`src/rtl/fpx_pkg.sv`:
```
`timescale 1ns/1ps
package fpx_pkg;

    typedef enum logic [2:0] {
        ST_WARM  = 3'd0,
        ST_IDLE  = 3'd1,
        ST_SEND  = 3'd2,
        ST_HALT  = 3'd3,
        ST_GUARD = 3'd4
    } tx_state_e;

endpackage

```
`src/rtl/fpx_sync2.sv`:
```
`timescale 1ns/1ps
// Multi-stage synchronizer for asynchronous receiver control lines.
module fpx_sync2 #(
    parameter int               WIDTH  = 2,
    parameter int               STAGES = 2,
    parameter logic [WIDTH-1:0] INIT   = '1
) (
    input  logic             clk,
    input  logic             rst,
    input  logic [WIDTH-1:0] din,
    output logic [WIDTH-1:0] dout
);

    logic [WIDTH-1:0] chain_q [STAGES];

    always_ff @(posedge clk) begin
        if (rst) begin
            for (int s = 0; s < STAGES; s++) begin
                chain_q[s] <= INIT;
            end
        end else begin
            chain_q[0] <= din;
            for (int s = 1; s < STAGES; s++) begin
                chain_q[s] <= chain_q[s-1];
            end
        end
    end

    assign dout = chain_q[STAGES-1];

endmodule

```
`src/rtl/fpx_warmup.sv`:
```
`timescale 1ns/1ps
// Counts STROBE periods after reset; done stays high once reached.
module fpx_warmup #(
    parameter int COUNT = 16
) (
    input  logic clk,
    input  logic rst,
    output logic done
);

    localparam int         CW   = $clog2(COUNT + 1);
    localparam logic [CW-1:0] LAST = CW'(COUNT);

    logic [CW-1:0] cnt_q;

    always_ff @(posedge clk) begin
        if (rst) begin
            cnt_q <= '0;
        end else if (cnt_q != LAST) begin
            cnt_q <= cnt_q + CW'(1);
        end
    end

    assign done = (cnt_q == LAST);

    AST_WARM_STICKY: assert property (@(posedge clk) disable iff (rst)
        done |=> done);

endmodule

```
`src/rtl/fpx_tx_fsm.sv`:
```
`timescale 1ns/1ps
// Transmit sequencer: state register, guard timer and registered port.
module fpx_tx_fsm
    import fpx_pkg::*;
#(
    parameter int DATA_W       = 16,
    parameter int GUARD_CYCLES = 1
) (
    input  logic              clk,
    input  logic              rst,
    input  logic              warm_done,
    input  logic              hold_s,
    input  logic              busy_s,
    input  logic              buf_empty,
    input  logic [DATA_W-1:0] buf_data,
    input  logic              buf_eof,
    output logic              buf_rd,
    output logic [DATA_W-1:0] port_data,
    output logic              port_valid_n,
    output logic              port_sync_n
);

    localparam int            GW    = $clog2(GUARD_CYCLES + 1);
    localparam logic [GW-1:0] GLAST = GW'(GUARD_CYCLES - 1);

    tx_state_e     state_q, state_d;
    logic [GW-1:0] gcnt_q;
    logic          may_send;
    logic          fire;

    assign may_send = (state_q == ST_IDLE) || (state_q == ST_SEND);
    assign fire     = may_send && !hold_s && !busy_s && !buf_empty && !rst;
    assign buf_rd   = fire;

    // next-state decision
    always_comb begin
        state_d = state_q;
        unique case (state_q)
            ST_WARM: begin
                if (warm_done) begin
                    state_d = hold_s ? ST_HALT : ST_GUARD;
                end
            end
            ST_IDLE, ST_SEND: begin
                if (hold_s) begin
                    state_d = ST_HALT;
                end else if (fire) begin
                    state_d = ST_SEND;
                end else begin
                    state_d = ST_IDLE;
                end
            end
            ST_HALT: begin
                if (!hold_s) begin
                    state_d = ST_GUARD;
                end
            end
            ST_GUARD: begin
                if (hold_s) begin
                    state_d = ST_HALT;
                end else if (gcnt_q == GLAST) begin
                    state_d = ST_IDLE;
                end
            end
            default: state_d = ST_WARM;
        endcase
    end

    // state register
    always_ff @(posedge clk) begin
        if (rst) begin
            state_q <= ST_WARM;
        end else begin
            state_q <= state_d;
        end
    end

    // guard timer: counts periods spent in ST_GUARD
    always_ff @(posedge clk) begin
        if (rst || state_q != ST_GUARD) begin
            gcnt_q <= '0;
        end else begin
            gcnt_q <= gcnt_q + GW'(1);
        end
    end

    // registered port outputs
    always_ff @(posedge clk) begin
        if (rst) begin
            port_data    <= '0;
            port_valid_n <= 1'b1;
            port_sync_n  <= 1'b1;
        end else if (fire) begin
            port_data    <= buf_data;
            port_valid_n <= 1'b0;
            port_sync_n  <= !buf_eof;
        end else begin
            port_valid_n <= 1'b1;
            port_sync_n  <= 1'b1;
        end
    end

    AST_HALT_QUIET: assert property (@(posedge clk) disable iff (rst)
        hold_s |=> port_valid_n);

    AST_GUARD_GAP: assert property (@(posedge clk) disable iff (rst)
        $fell(hold_s) |=> port_valid_n ##1 port_valid_n);

    AST_BUSY_QUIET: assert property (@(posedge clk) disable iff (rst)
        busy_s |=> port_valid_n);

    AST_READ_NOT_EMPTY: assert property (@(posedge clk) disable iff (rst)
        buf_rd |-> !buf_empty);

endmodule

```
`src/rtl/fpx_tx_ctrl.sv`:
```
`timescale 1ns/1ps
// Top: parallel frame-port transmit controller.
module fpx_tx_ctrl #(
    parameter int DATA_W         = 16,
    parameter int STARTUP_CYCLES = 16,
    parameter int GUARD_CYCLES   = 1,
    parameter int SYNC_STAGES    = 2
) (
    input  logic              strobe_clk,
    input  logic              rst,
    input  logic              buf_empty,
    input  logic [DATA_W-1:0] buf_data,
    input  logic              buf_eof,
    output logic              buf_rd,
    input  logic              rx_hold_n,
    input  logic              rx_busy_n,
    output logic [DATA_W-1:0] port_data,
    output logic              port_valid_n,
    output logic              port_sync_n
);

    localparam int            UW    = $clog2(STARTUP_CYCLES + 1);
    localparam logic [UW-1:0] ULAST = UW'(STARTUP_CYCLES);

    logic [1:0] ctl_sync;
    logic       hold_s;
    logic       busy_s;
    logic       warm_done;

    fpx_sync2 #(
        .WIDTH  (2),
        .STAGES (SYNC_STAGES),
        .INIT   (2'b11)
    ) u_sync (
        .clk  (strobe_clk),
        .rst  (rst),
        .din  ({rx_busy_n, rx_hold_n}),
        .dout (ctl_sync)
    );

    assign hold_s = !ctl_sync[0];
    assign busy_s = !ctl_sync[1];

    fpx_warmup #(
        .COUNT (STARTUP_CYCLES)
    ) u_warm (
        .clk  (strobe_clk),
        .rst  (rst),
        .done (warm_done)
    );

    fpx_tx_fsm #(
        .DATA_W       (DATA_W),
        .GUARD_CYCLES (GUARD_CYCLES)
    ) u_fsm (
        .clk          (strobe_clk),
        .rst          (rst),
        .warm_done    (warm_done),
        .hold_s       (hold_s),
        .busy_s       (busy_s),
        .buf_empty    (buf_empty),
        .buf_data     (buf_data),
        .buf_eof      (buf_eof),
        .buf_rd       (buf_rd),
        .port_data    (port_data),
        .port_valid_n (port_valid_n),
        .port_sync_n  (port_sync_n)
    );

    // independent count of periods since reset, for the startup check
    logic [UW-1:0] since_rst_q;
    always_ff @(posedge strobe_clk) begin
        if (rst) begin
            since_rst_q <= '0;
        end else if (since_rst_q != ULAST) begin
            since_rst_q <= since_rst_q + UW'(1);
        end
    end

    AST_STARTUP_HOLD: assert property (@(posedge strobe_clk) disable iff (rst)
        !port_valid_n |-> since_rst_q == ULAST);

    AST_READ_LOADS: assert property (@(posedge strobe_clk) disable iff (rst)
        buf_rd |=> !port_valid_n);

    AST_NO_READ_NO_VALID: assert property (@(posedge strobe_clk) disable iff (rst)
        !buf_rd |=> port_valid_n);

    AST_SYNC_IN_WORD: assert property (@(posedge strobe_clk) disable iff (rst)
        !port_sync_n |-> !port_valid_n);

endmodule

```
`config.mk`:
```
export PLATFORM = sky130hd
export DESIGN_NAME = fpx_tx_ctrl
export DESIGN_NICKNAME = d
export VERILOG_FILES = /design/src/rtl/fpx_pkg.sv /design/src/rtl/fpx_sync2.sv /design/src/rtl/fpx_warmup.sv /design/src/rtl/fpx_tx_fsm.sv /design/src/rtl/fpx_tx_ctrl.sv
export SDC_FILE = /design/constraint.sdc
export NUM_CORES = 1
export LEC_CHECK = 0
export BUFFER_PORTS_ARGS = -buffer_cell sky130_fd_sc_hd__buf_2
export CAP_MARGIN = 20
export CORE_MARGIN = 5
export CORE_UTILIZATION = 53
export CTS_CLUSTER_DIAMETER = 200
export DETAILED_ROUTE_END_ITERATION = 8
export GPL_TIMING_DRIVEN = 0
export PLACE_DENSITY = 0.82
export SYNTH_ARGS = -nofsm -noshare
export SYNTH_HDL_FRONTEND = slang
export SYNTH_SLANG_ARGS = --single-unit
```
`constraint.sdc`:
```
create_clock -name strobe_clk -period 4.05 [get_ports strobe_clk]
set_input_delay 0.6075 -clock strobe_clk [delete_from_list [all_inputs] [get_ports strobe_clk]]
set_output_delay 0.6075 -clock strobe_clk [all_outputs]
set_load 0.05 [all_outputs]
```
== Word level (Yosys, flattened, before mapping) ==
Memory sizes are Yosys's and may differ from the RTL's.
Index checks and enable logic that the tools add are counted.

* Add/subtract/negate cells: 2
* Equality and inequality tests: 10
* Multiplexer cells: 14
* Bitwise logic cells: 3
* Reduce and logical (&&, ||, !) cells: 13

{| class="wikitable"
|+ Operator list
! kind !! count
|-
| $mux W3 || 6
|-
| $pmux W3 S4 || 1
|-
| $eq A3 B2 Y1 const B || 2
|-
| $mux W2 || 3
|-
| $ne A3 B3 Y1 const B || 2
|-
| $add A5 B1 Y5 const B || 1
|-
| $eq A5 B5 Y1 const B || 1
|-
| $ne A5 B5 Y1 const B || 1
|-
| $logic_and A1 B1 Y1 || 4
|-
| $mux W1 || 4
|-
| $reduce_or A2 Y1 || 2
|-
| $eq A3 B1 Y1 const B || 1
|-
| $eq A3 B3 Y1 const B || 1
|-
| $logic_not A1 Y1 || 3
|-
| $logic_not A3 Y1 || 1
|-
| $reduce_and A3 Y1 || 1
|-
| $logic_or A1 B1 Y1 || 2
|-
| $ne A2 B1 Y1 const B || 1
|-
| $ne A2 B2 Y1 const B || 1
|-
| $or A1 B1 Y1 || 2
|-
| $add A1 B1 Y1 const B || 1
|-
| $not A1 Y1 || 1
|}

* Register bits after elaboration: 27
* Memory bits (writable): 4
* Input port bits: 22
* Memories kept: 1

{| class="wikitable"
|+ Memory list
! name !! depth !! width !! read ports !! clocked after memory_dff !! wr ports !! line !! text
|-
| u_sync.chain_q || 2 || 2 || 2 || 0 || 2 || fpx_sync2.sv:14 || <nowiki>logic [WIDTH-1:0] chain_q [STAGES];</nowiki>
|}

== Logic depth before layout (Yosys ltp) ==
Gate-level depths: netlist of run 1.

* Word-level depth: 9
* Mapped depth: 6
* Depth with buffers taken out: 5

== Modules after synthesis ==
From an unflattened synthesis of run 1, not the netlist that was laid out.

* Cells, all modules: 127
* Area, all modules: 1,268.7 µm²

{| class="wikitable"
|+ Modules (own cells, without submodules)
! module !! instances !! cells an instance !! area an instance (µm²) !! seq. area each (µm²)
|-
| fpx_tx_fsm || 1 || 88 || 875.8 || 440.4
|-
| fpx_warmup || 1 || 27 || 265.3 || 100.1
|-
| fpx_sync2 || 1 || 10 || 120.1 || 80.1
|-
| fpx_tx_ctrl || 1 || 2 || 7.5 || 0.0
|}

== Worst setup path after synthesis of run 1 ==
Ideal clock, no wire load.

* Path kind: in2out
* From: input buf_empty
* To: output buf_rd
* Data arrival time: 1.580 ns
* Data required time: 3.442 ns
* Path slack: 1.863 ns
* Cell stages on the path: 4
* Path through: nor4b_4 -> nand3_4 -> buf_6 -> inv_1

* Cells in the longest elaborated chain, start to end: 3

{| class="wikitable"
|+ RTL lines
! item !! line !! text
|-
| start: declaration || fpx_tx_ctrl.sv:11 || <nowiki>input logic buf_empty,</nowiki>
|-
| $logic_not A1 Y1 || fpx_tx_fsm.sv:32 || <nowiki>assign fire = may_send && !hold_s && !busy_s && !buf_empty && !rst;</nowiki>
|-
| $logic_and A1 B1 Y1 (2 in a row) || fpx_tx_fsm.sv:32 ||
|-
| end: declaration || fpx_tx_ctrl.sv:14 || <nowiki>output logic buf_rd,</nowiki>
|}

No other way between the ends.

== Worst setup path in the final report of run 1 ==
* From: register u_fsm.state_q[1]
* To: output buf_rd

* Cells in the longest elaborated chain, start to end: 6

{| class="wikitable"
|+ RTL lines
! item !! line !! text
|-
| start: declaration || fpx_tx_fsm.sv:26 || <nowiki>tx_state_e state_q, state_d;</nowiki>
|-
| start signal: assignment || fpx_tx_fsm.sv:74 || <nowiki>state_q <= state_d;</nowiki>
|-
| $eq A3 B1 Y1 / $eq A3 B2 Y1 (equally long branches) || fpx_tx_fsm.sv:31 || <nowiki>assign may_send = (state_q == ST_IDLE) || (state_q == ST_SEND);</nowiki>
|-
| $logic_or A1 B1 Y1 (*) || fpx_tx_fsm.sv:31 ||
|-
| $logic_and A1 B1 Y1 (*) (4 in a row) || fpx_tx_fsm.sv:32 ||
|}

Every way passes the cells marked *; elsewhere a longest branch is shown, timed or not.

==> results.env, run 1 <==
STDCELL_AREA_SQ_MM=0.001604
FINAL_CRITICAL_PATH_SETUP_SLACK_PS=1550
GRT_START_MAX_NET_PINS=11
FF2FF_SETUP_SLACK_PS=2350
R2R_END='u_fsm.state_q[1]'
YOSYS-TOP-CELLS-AREA='dfxtp_1 47%, mux2_4 9.1%, nor2b_1 7.1%'
NUM_VIAS=1002
WORST_SETUP_PATH_STARTPOINT='u_fsm.state_q[1]'
CLOCK_INSERTION_DELAY_WORST_SKEW_PS=330
FINAL_LAYOUT_SIZE_SUFFIX_GT1_SHARE_PCT=42.17
STATUS='finished, final reports clean'
DATA_REQUIRED_TIME_AT_THE_WORST_ENDPOINT_PS=3440
MAX-CAP-VIOLATIONS=0
CLOCK_TREE_FROM_TRITONCTS='built'
SYNTH_TOP_FLOP_CELL='dfxtp_1'
YS_FF_LATCH=31
MOSTFREQUENTLAYOUTCELL='buf_2'
FLOORPLAN.INITIALDENSITY_PCT=54.48
YOSYSSEQAREASHARE_PCT=46.84
SYN_INST=120
PLACEMENTROWS=18
CRITPATHKIND='flop to primary output'
H_TREE_LEVELS=2
GRT_ANTENNA_BEFORE_REPAIR=0
PORT_BUFFERS=40
TIMING.CLOCK.SKEW_PS=6.171
SYNTH_TOP_AREA_SHARE_PCT=46.84
FIN_CRIT_SH_PCT=61.74
HOLD_PATH.CLASS='flop to flop'
DRC=0
DP_HPWL_MICRONS=2017
RSZ0062_AT_GRT='false'
FINALCOREUTILIZATION_PCT=65.95
FMAXACHIEVABLE_GHz=0.3999
GROUTE.USAGE.OVERALL_PCT=16.53
MAPPEDNETLISTNETS=144
CTS_MADE_BUFFERS=5
FINAL_CELL_MIX='40 x buf_2, 31 x dfxtp_1, 15 x nor2b_1, 8 x mux2_4, 8 x nor2_1'
WORSTSETUPSTARTPOINTTYPE='flop'
SYNTH_ENABLE_FLOP_CELLS=0
FIN_TNS_SETUP_PS=0
AREA_OF_THE_CORE_SQ_MM=0.002432
CRITPATHCAPTURETYPE='primary output'
SYNTHARSTFLOPSHARE_PCT=0
REGAREA_SQ_UM=620.6
HOLD_VIOL=0
YOSYS.AREA.TOP_TYPE='dfxtp_1'
FINAL_NETS=191
DIEAREA_SQ_MM=0.003600
CTS.REPAIR_TIMING.SETUP_BUFFER_COUNT=0
CRITICAL_PATH_PEAK_FANOUT=10
POSTPLACECELLAREA_SQ_MM=0.001563
FLOW.AREA_GROWTH_FROM_SYNTHESIS_PCT=21.06
WIRELENGTH_ROUTED_MICRONS=2610
FINAL_MAX_SLEW_VIOL_COUNT=0
VIA_COUNT_OF_THE_FIRST_GLOBAL_ROUTING_PASS=1018
CP-ENDPOINT='buf_rd'
TOP_LEVEL_PORTS=41
YOSYS_WARNINGS=0
NFILLCELLS=194
YOSYSUNIQUECELLTYPES=34
FINAL_CELLS=196
FIRST_PASS_ITERS=4
GR-TOTAL-OVERFLOW=0
CELLLEAKAGEPOWER_nW=0.7880
CTS.REPORTEDPATHS.CLKPINSLEW_PS=90
TIGHTESTPINTRANSITION_PS=566.8
HP-START='u_sync.chain_q[0][1]'
PERIOD_NEEDED_PS=2500
WORST-R2R-CELL-COUNT=6
DIODES=0
ROUTEDWLPERCELL_MICRONS=13.32
NUMPLACEDINSTANCES=190
POST-PLACE-WS_PS=1627
CTSROOTBUFFERMASTER='clkbuf_4'
CRITICAL_PATH_ARRIVAL_PS=1890
DETAIL_ROUTE.VIAS_PER_CELL=5.112
SLEW-LIMIT-HEADROOM_PCT=61.87
IR_DROP_mV=0.2395
ANTENNA_LEFT=0
CHIPHEIGHT_MICRONS=60
GRT_PASS1_WL_MICRONS=4284
DIE_BOUNDARY_WIDTH_MICRONS=60
SETUP_VIOL=0
POST_CTS_RESIZE_COUNT=0
NETLIST_AREA_SQ_MM=0.001325
PLACE_CONGESTION=0.7800
CLKSINKCOUNT=31
CLOCKBUFFERDEPTH=2
CTS_HOLD_REPAIR_BUFFERS=0
MULTI_INPUT_AREA_SQ_UM=633.1
NUMBER_OF_DRC_MARKERS_AFTER_THE_INITIAL_DETAILED_ROUTE_ITERATION=36
P_PER_AREA_mW_PER_MM2=311.1
REGTOREGSTARTPOINT='u_warm.cnt_q[0]'
MEAN_SYN_CELL_AREA_SQ_UM=11.04
[where the power goes]
| group | internal [W] | switching, W | leakage [nW] | total (W) |
|---|---|---|---|---|
| combinational | 0.0000154 | 0.0000137 | 0.512 | 0.0000290 |
| sequential | 0.000309 | 0.00000404 | 0.251 | 0.000313 |
| clock | 0.0000616 | 0.0000952 | 0.0242 | 0.000157 |
| total | 0.000386 | 0.000113 | 0.788 | 0.000499 |
[cell usage after synthesis, types with 2 or more instances]
cell      count
nor2b_1      15
nor2_1        8
buf_6         3
nand3_1       2
nand2b_1      2
xnor2_1       3
nand2_1       2
ha_1          2
clkbuf_1      4
nor3_1        2
a21oi_1       2
nor4_1        2
xor2_1        3
or2_2         4
dfxtp_1      31
inv_1         4
mux2_4        8
mux2_2        7
[through the flow]
stage               total power [W]  hold slack, ps
floorplan                 0.0003344           389.5
global placement          0.0003475           392.1
detailed placement        0.0003497           421.5
CTS                       0.0005036           419.9
global route              0.0005203           443.1
finish                    0.0004989           427.0
[layout make-up]
type,instances,share of cell area (%)
timing repair buffer,40,12.48
tap,30,2.340
inverter,4,0.9360
buffer,8,3.510
multi-input combinational,77,39.47
clock buffer,6,2.574
sequential,31,38.69
[cell families (layout without fill, tap and decap cells)]
| kind of cell | Yosys count | in the layout | share of synthesized area (%) |
|---|---|---|---|
| simple gates | 43 | 43 | 20.77 |
| flops | 31 | 31 | 46.84 |
| mux | 16 | 16 | 15.77 |
| buf+inv | 12 | 58 | 5.382 |
| compound gates | 10 | 10 | 5.383 |
| xor+xnor | 6 | 6 | 3.967 |
| fa+ha+maj | 2 | 2 | 1.888 |
[worst max-delay path, stage by stage (launching register included)]
cell and delay (ps):
dfxtp_1 320, buf_4 150, xor2_1 350, nand3_4 210, buf_6 210, inv_1 70, buf_2 260
[sequential cells by signal, summed over array words and instances, names as in the netlist]
name and count:
u_fsm.gcnt_q 1, u_warm.cnt_q 5, u_fsm.port_data 16, u_fsm.port_valid_n 1
u_fsm.port_sync_n 1, u_sync.chain_q 4, u_fsm.state_q 3
[per-layer routing]
metal	wire, microns	share of wire (%)	track usage [%]
met5	0	0	0
met4	44	1.7	7.595
met3	216	8.3	8.207
met2	1288	49	25.77
met1	1061	41	18.81
[how the worst min path moves through the flow]
| stage | to | slack, ps | depth (start not counted) |
|---|---|---|---|
| 4_1_cts | u_fsm.port_sync_n | 420 | 2 |
| 2_1_floorplan | u_sync.chain_q[0][2] | 390 | 1 |
| 3_3_place_gp | u_sync.chain_q[0][2] | 390 | 1 |
| 6_report | u_sync.chain_q[0][3] | 430 | 1 |
| 3_5_place_dp | u_sync.chain_q[0][3] | 420 | 1 |
| 5_1_grt | u_fsm.port_sync_n | 440 | 2 |
(Power assumes the default switching activity.)
==> run 2: changes to the inputs <==
--- a/config.mk
+++ b/config.mk
@@ -5,14 +5,15 @@
 export SDC_FILE = /design/constraint.sdc
 export NUM_CORES = 1
 export LEC_CHECK = 0
+export ABC_AREA = 1
 export BUFFER_PORTS_ARGS = -buffer_cell sky130_fd_sc_hd__buf_2
 export CAP_MARGIN = 20
 export CORE_MARGIN = 5
-export CORE_UTILIZATION = 53
+export CORE_UTILIZATION = 49
 export CTS_CLUSTER_DIAMETER = 200
 export DETAILED_ROUTE_END_ITERATION = 8
 export GPL_TIMING_DRIVEN = 0
-export PLACE_DENSITY = 0.82
+export PLACE_DENSITY = 0.77
 export SYNTH_ARGS = -nofsm -noshare
 export SYNTH_HDL_FRONTEND = slang
 export SYNTH_SLANG_ARGS = --single-unit
==> constraint.sdc (replaced) <==
create_clock -name strobe_clk -period 2.35 [get_ports strobe_clk]
set_input_delay 0.3525 -clock strobe_clk [delete_from_list [all_inputs] [get_ports strobe_clk]]
set_output_delay 0.3525 -clock strobe_clk [all_outputs]
set_load 0.05 [all_outputs]
==> results.env, run 2 <==
YOSYSSEQAREASHARE_PCT=48.72
NUMPLACEDINSTANCES=225
CLOCK_TREE_FROM_TRITONCTS='built'
POST_CTS_RESIZE_COUNT=0
P_PER_AREA_mW_PER_MM2=561.1
AREA_OF_THE_CORE_SQ_MM=0.002477
PLACE_CONGESTION=0.8113
MAX_FLOP_REGISTER='u_fsm.port_data'
FINAL_LAYOUT_SIZE_SUFFIX_GT1_SHARE_PCT=33.50
FINAL_NETS=226
FIN_TNS_SETUP_PS=0
INTPOWER_W=0.0006728
FINAL_CELL_MIX='40 x buf_2, 35 x nor2_1, 31 x dfxtp_1, 18 x nand2_1, 12 x o21ai_0'
WIRELENGTH_ROUTED_MICRONS=2562
YOSYS_WARNINGS=0
TIMING.CLOCK.SKEW_PS=5.267
POST_SYNTH_AND_OR_NAND_NOR_AREA_FRACTION_PCT=29.76
PLACEMENTROWS=18
GROUTE.USAGE.OVERALL_PCT=16.84
WORSTSETUPSTARTPOINTTYPE='flop'
CLKSINKCOUNT=31
GRT_START_MAX_NET_PINS=11
CRITPATHKIND='flop to primary output'
FF2FF_SETUP_SLACK_PS=1000
CTS_MADE_BUFFERS=5
MEAN_SYN_CELL_AREA_SQ_UM=8.218
YS_FF_LATCH=31
SETUP_VIOL=0
DRC=0
SYN_INST=155
ROUTEDWLPERCELL_MICRONS=11.00
CELLLEAKAGEPOWER_nW=0.8083
WORSTHOLDENDPOINT='u_fsm.port_sync_n'
SYNTH_COMPOUND_GATE_AREA_SHARE_PCT=10.61
CTSROOTBUFFERMASTER='clkbuf_4'
FMAXACHIEVABLE_GHz=0.5102
FINAL_CELLS=233
SYNTH_ENABLE_FLOP_CELLS=0
SHARE_SEQ_OF_TOTAL_POWER_PCT=61.5
FINALCOREUTILIZATION_PCT=63.03
YOSYS-MUX-AREA-FRACTION_PCT=0
NUMBER_OF_DRC_MARKERS_AFTER_THE_INITIAL_DETAILED_ROUTE_ITERATION=27
SYNTHARSTFLOPSHARE_PCT=0
HOLD_VIOL=0
CLKPWRFRAC_PCT=32.9
CHIPHEIGHT_MICRONS=60.99
HOLD_WS_PS=180.8
YOSYSUNIQUECELLTYPES=29
FIN_CRIT_SH_PCT=83.41
FINAL_MAX_SLEW_VIOL_COUNT=0
CELL_BY_CELL_TRACE_OF_THE_CRITICAL_PATH='nand3_2 > nor2_8 > buf_8 > buf_2'
PERIOD_NEEDED_PS=1960
DP_HPWL_MICRONS=1967
CTS.REPAIR_TIMING.SETUP_BUFFER_COUNT=0
CRITICAL_PATH_ARRIVAL_PS=1610
PORT_BUFFERS=40
FLOORPLAN.INITIALDENSITY_PCT=51.41
LARGEST_REGISTER_FFS=16
HP-START='buf_eof'
DATA_REQUIRED_TIME_AT_THE_WORST_ENDPOINT_PS=2000
SYNTH_TOP_FAMILY_BY_AREA='simple AND/OR/NAND/NOR gates'
STATUS='finished, final reports clean'
YOSYS-TOP-CELLS-COUNT='35 x nor2_1, 31 x dfxtp_1, 18 x nand2_1, 12 x o21ai_0, 11 x inv_1'
R2R_END='u_fsm.state_q[0]'
VIA_COUNT_OF_THE_FIRST_GLOBAL_ROUTING_PASS=1108
TOP_LEVEL_PORTS=41
IR_DROP_mV=0.4836
DETAIL_ROUTE.VIAS_PER_CELL=4.828
NETLIST_AREA_SQ_MM=0.001274
MAPPEDNETLISTNETS=179
RSZ0062_AT_GRT='false'
SLEW-LIMIT-HEADROOM_PCT=73.36
TIGHTESTPINTRANSITION_PS=399.6
SYNTH_TOP_AREA_SHARE_PCT=48.72
GRT_PASS1_WL_MICRONS=4560
WORST-R2R-CELL-COUNT=10
DIEAREA_SQ_MM=0.003719
DIODES=0
WORSTHOLDPATHCELLS=2
LOGIC_DEPTH_OF_THE_WORST_PATH_BUFFERS_INCLUDED=4
ANTENNA_LEFT=0
SYNTH_TOP_FLOP_CELL='dfxtp_1'
CRITICAL_PATH_PEAK_FANOUT=10
YOSYS.AREA.TOP_TYPE='dfxtp_1'
MOSTFREQUENTLAYOUTCELL='buf_2'
DIE_BOUNDARY_WIDTH_MICRONS=60.99
POWER.SWITCHING_W=0.0002033
H_TREE_LEVELS=2
FLOW.AREA_GROWTH_FROM_SYNTHESIS_PCT=22.59
REGTOREGSTARTPOINT='u_warm.cnt_q[0]'
HOLD_PATH.CLASS='input port to flop'
CP.BUFFERS_INVERTERS=2
TOP_REGISTERS='u_fsm.port_data x16, u_warm.cnt_q x5, u_sync.chain_q x4'
YOSYS-TOP-CELLS-AREA='dfxtp_1 49%, nor2_1 10%, nand2_1 5.3%'
CTS.REPORTEDPATHS.CLKPINSLEW_PS=90
FIRST_PASS_ITERS=4
SYNTH-ADDER-AREA-SHARE_PCT=1.965
NUM_VIAS=1125
SYNTH_XOR_AREA_SHARE_PCT=1.375
POWER.SWITCHING_FRACTION_PCT=23.21
WORST_PATH_MAX_DELAY_CELL='dfxtp_1'
CLOCKBUFFERDEPTH=2
WORST_PATH_DOMINANT_CELL_FAMILY='flip-flops'
CLOCK_INSERTION_DELAY_WORST_SKEW_PS=330
YOSYSMOSTFREQUENTCELL='nor2_1'
MAX-CAP-VIOLATIONS=0
CP_SLOWEST_STAGE_DELAY_PS=430
CRITPATHCAPTURETYPE='primary output'
GR-TOTAL-OVERFLOW=0
NFILLCELLS=230
CTS_HOLD_REPAIR_BUFFERS=0
POWER_FRAC_COMB_PCT=5.5
GRT_ANTENNA_BEFORE_REPAIR=0
## run 2: layout make-up
type | instances | area (sq um) | share of cell area, %
sequential | 31 | 620.6 | 39.74
multi-input combinational | 107 | 556.8 | 35.66
timing repair buffer | 40 | 200.2 | 12.82
inverter | 13 | 53.80 | 3.446
clock buffer | 7 | 45.04 | 2.885
buffer | 4 | 42.54 | 2.724
tap | 30 | 37.54 | 2.404
clock inverter | 1 | 5.005 | 0.3205
## run 2: stage by stage
stage	power (W)	setup WS [ps]	instance area, sq um
after global placement	0.0005973	587.9	1511
after global routing	0.0009257	268.7	1562
after floorplan	0.0005739	1006	1274
after detailed placement	0.0006003	549.0	1511
after CTS	0.0008896	359.7	1562
final	0.0008761	389.8	1562
## run 2: metal layers
layer  vias to the layer above  track usage, %  wire (microns)
met3                         5           7.872             182
met1                       507           17.84            1101
met5                         -               0               0
met2                        27           28.70            1237
met4                         0           7.121              42
li1                        586               -               -
## run 2: cell families after synthesis
| logic type | Yosys count |
|---|---|
| adders and majority gates | 2 |
| AOI/OAI and AO/OA | 26 |
| buffers and inverters | 17 |
| xor gates and xnor gates | 2 |
| DFF | 31 |
| and+or+nand+nor | 77 |
## run 2: power groups by stage
stage	Clock [W]	Sequential, W	Combinational [W]
global placement	0	0.000551	0.0000465
floorplan	0	0.000550	0.0000239
detailed placement	0	0.000551	0.0000489
CTS	0.000301	0.000539	0.0000491
finish	0.000289	0.000539	0.0000483
global route	0.000328	0.000541	0.0000563
## run 2: worst max path at each step
stage / from / end / slack [ps]
final: u_sync.chain_q[0][2] / buf_rd / 390
after global routing: u_fsm.state_q[1] / buf_rd / 270
after CTS: u_sync.chain_q[0][2] / buf_rd / 360
after detailed placement: rst / buf_rd / 550
after global placement: rst / buf_rd / 590
after floorplan: buf_empty / buf_rd / 1010
==> run 3: changes to the inputs <==
==> constraint.sdc (replaced) <==
create_clock -name strobe_clk -period 1.85 [get_ports strobe_clk]
set_input_delay 0.2775 -clock strobe_clk [delete_from_list [all_inputs] [get_ports strobe_clk]]
set_output_delay 0.2775 -clock strobe_clk [all_outputs]
set_load 0.05 [all_outputs]
==> results.env, run 3 (synthesized netlist as in run 2, its figures left out) <==
PERIOD_NEEDED_PS=1714
WORSTHOLDPATHCELLS=2
CRITPATHCAPTURETYPE='primary output'
CLOCK_INSERTION_DELAY_WORST_SKEW_PS=330
WORST-R2R-CELL-COUNT=9
FLOW.AREA_GROWTH_FROM_SYNTHESIS_PCT=23.38
R2R_END='u_fsm.port_data[1]'
AREA_OF_THE_CORE_SQ_MM=0.002477
WORSTSETUPSTARTPOINTTYPE='flop'
ROUTEDWLPERCELL_MICRONS=11.19
DR_WL_MET3_MICRONS=183
FIN_CRIT_SH_PCT=92.63
H_TREE_LEVELS=2
PLACEMENTROWS=18
CLOCK_TREE_FROM_TRITONCTS='built'
NUMBER_OF_DRC_MARKERS_AFTER_THE_INITIAL_DETAILED_ROUTE_ITERATION=27
TIMING.CLOCK.SKEW_PS=6.619
TOP_LEVEL_PORTS=41
SETUP_VIOL=0
TIGHTESTPINTRANSITION_PS=401.3
WIRELENGTH_ROUTED_MICRONS=2618
FIN_TNS_SETUP_PS=0
IR_DROP_mV=0.6212
HOLD_PATH.CLASS='input port to flop'
ANTENNA_LEFT=0
CRITICAL_PATH_PEAK_FANOUT=10
CLKSINKCOUNT=31
REGTOREGSTARTPOINT='u_fsm.state_q[1]'
GR-TOTAL-OVERFLOW=0
CTSROOTBUFFERMASTER='clkbuf_4'
CRITPATHKIND='flop to primary output'
MAX-CAP-VIOLATIONS=0
GROUTE.USAGE.OVERALL_PCT=17.02
P_PER_AREA_mW_PER_MM2=711.0
TOP_REGISTERS='u_fsm.port_data x16, u_warm.cnt_q x5, u_sync.chain_q x4'
CHIPHEIGHT_MICRONS=60.99
FINAL_NETS=227
DETAIL_ROUTE.VIAS_PER_CELL=4.850
VIA_COUNT_OF_THE_FIRST_GLOBAL_ROUTING_PASS=1128
PORT_BUFFERS=40
DP_HPWL_MICRONS=1967
ROUTE.TOP_LAYER_USED='met4'
POWER_W=0.001117
CTS_HOLD_REPAIR_BUFFERS=0
FINAL_LAYOUT_SIZE_SUFFIX_GT1_SHARE_PCT=33.82
FIRST_PASS_ITERS=4
LARGEST_REGISTER_FFS=16
HP-START='buf_eof'
HOLD_VIOL=0
STATUS='finished, final reports clean'
FINAL_CELL_MIX='39 x buf_2, 35 x nor2_1, 31 x dfxtp_1, 18 x nand2_1, 12 x o21ai_0'
DIODES=0
MOSTFREQUENTLAYOUTCELL='buf_2'
SLEW-LIMIT-HEADROOM_PCT=73.25
WORSTHOLDENDPOINT='u_fsm.port_sync_n'
GRT_START_MAX_NET_PINS=11
FINAL_MAX_SLEW_VIOL_COUNT=0
HOLD_WS_PS=105.4
AMOUNT_OF_WIRE_ON_MET2_AFTER_DETAILED_ROUTING_MICRONS=1256
GRT_PASS1_WL_MICRONS=4616
MAX_FLOP_REGISTER='u_fsm.port_data'
CTS.REPORTEDPATHS.CLKPINSLEW_PS=90
CTS_MADE_BUFFERS=5
GRT_ANTENNA_BEFORE_REPAIR=0
RSZ0062_AT_GRT='false'
DRC=0
WIRELENGTH_MET1_MICRONS=1134
NUM_VIAS=1135
FF2FF_SETUP_SLACK_PS=450
PLACE_CONGESTION=0.8113
DIE_BOUNDARY_WIDTH_MICRONS=60.99
DATA_REQUIRED_TIME_AT_THE_WORST_ENDPOINT_PS=1570
DIEAREA_SQ_MM=0.003719
CELLLEAKAGEPOWER_nW=0.8133
CLOCKBUFFERDEPTH=2
FMAXACHIEVABLE_GHz=0.5836
FLOORPLAN.INITIALDENSITY_PCT=51.41
CRITICAL_PATH_ARRIVAL_PS=1440
[run 3: changes by cell type in the layout (fill, tap and decap cells not counted)]
cell and change:
buf_2 -1, buf_4 +2
[run 3: how the worst max path moves through the flow]
stage,from,endpoint,slack (ps),cells after the start
final,u_fsm.state_q[1],buf_rd,140,6
after global routing,u_fsm.state_q[1],buf_rd,10,6
after CTS,u_fsm.state_q[1],buf_rd,120,6
after detailed placement,rst,buf_rd,200,6
after global placement,rst,buf_rd,240,6
after floorplan,u_fsm.state_q[1],buf_rd,640,5
[run 3: cell type report]
| class | instances | area, sq um |
|---|---|---|
| buffer | 4 | 42.54 |
| fill | 227 | 905.9 |
| timing repair buffer | 41 | 210.2 |
| clock buffer | 7 | 45.04 |
| inverter | 13 | 53.80 |
| sequential | 31 | 620.6 |
| tap | 30 | 37.54 |
| multi-input combinational | 107 | 556.8 |
| clock inverter | 1 | 5.005 |
[run 3: per-layer routing]
layer / up-vias / GRT usage (%)
met2: 26 / 29.01
met5: - / 0
met1: 514 / 17.84
met4: 0 / 7.430
li1: 588 / -
met3: 7 / 8.085
[run 3: power breakdown]
| group | leakage, nW | switching (W) | internal, W | total (W) |
|---|---|---|---|---|
| logic | 0.533 | 0.0000314 | 0.0000301 | 0.0000615 |
| registers | 0.251 | 0.00000831 | 0.000677 | 0.000685 |
| clock network | 0.0293 | 0.000223 | 0.000148 | 0.000371 |
[run 3: metrics by stage]
stage                     worst slack [ps]  util (%)  cells  area, sq um
after floorplan                      644.0         -    155         1274
after global placement               237.9     61.01    225         1511
after detailed placement             199.0     61.01    225         1511
after CTS                            116.3     63.43    234         1572
after global routing                 12.48     63.43    234         1572
final                                136.4     63.43    234         1572
[run 3: what timing repair did]
action / 4_1_cts / 5_1_grt
gates resized for setup: 1 / 0
buffers inserted: 1 / 0
endpoints found under the setup margin: 1 / 0
[run 3: critical path, cell delays in order (launching register included)]
cell and delay, ps:
dfxtp_1 400, inv_2 50, nand2_2 100, nand3_4 100
nor2_8 130, buf_8 130, buf_4 200
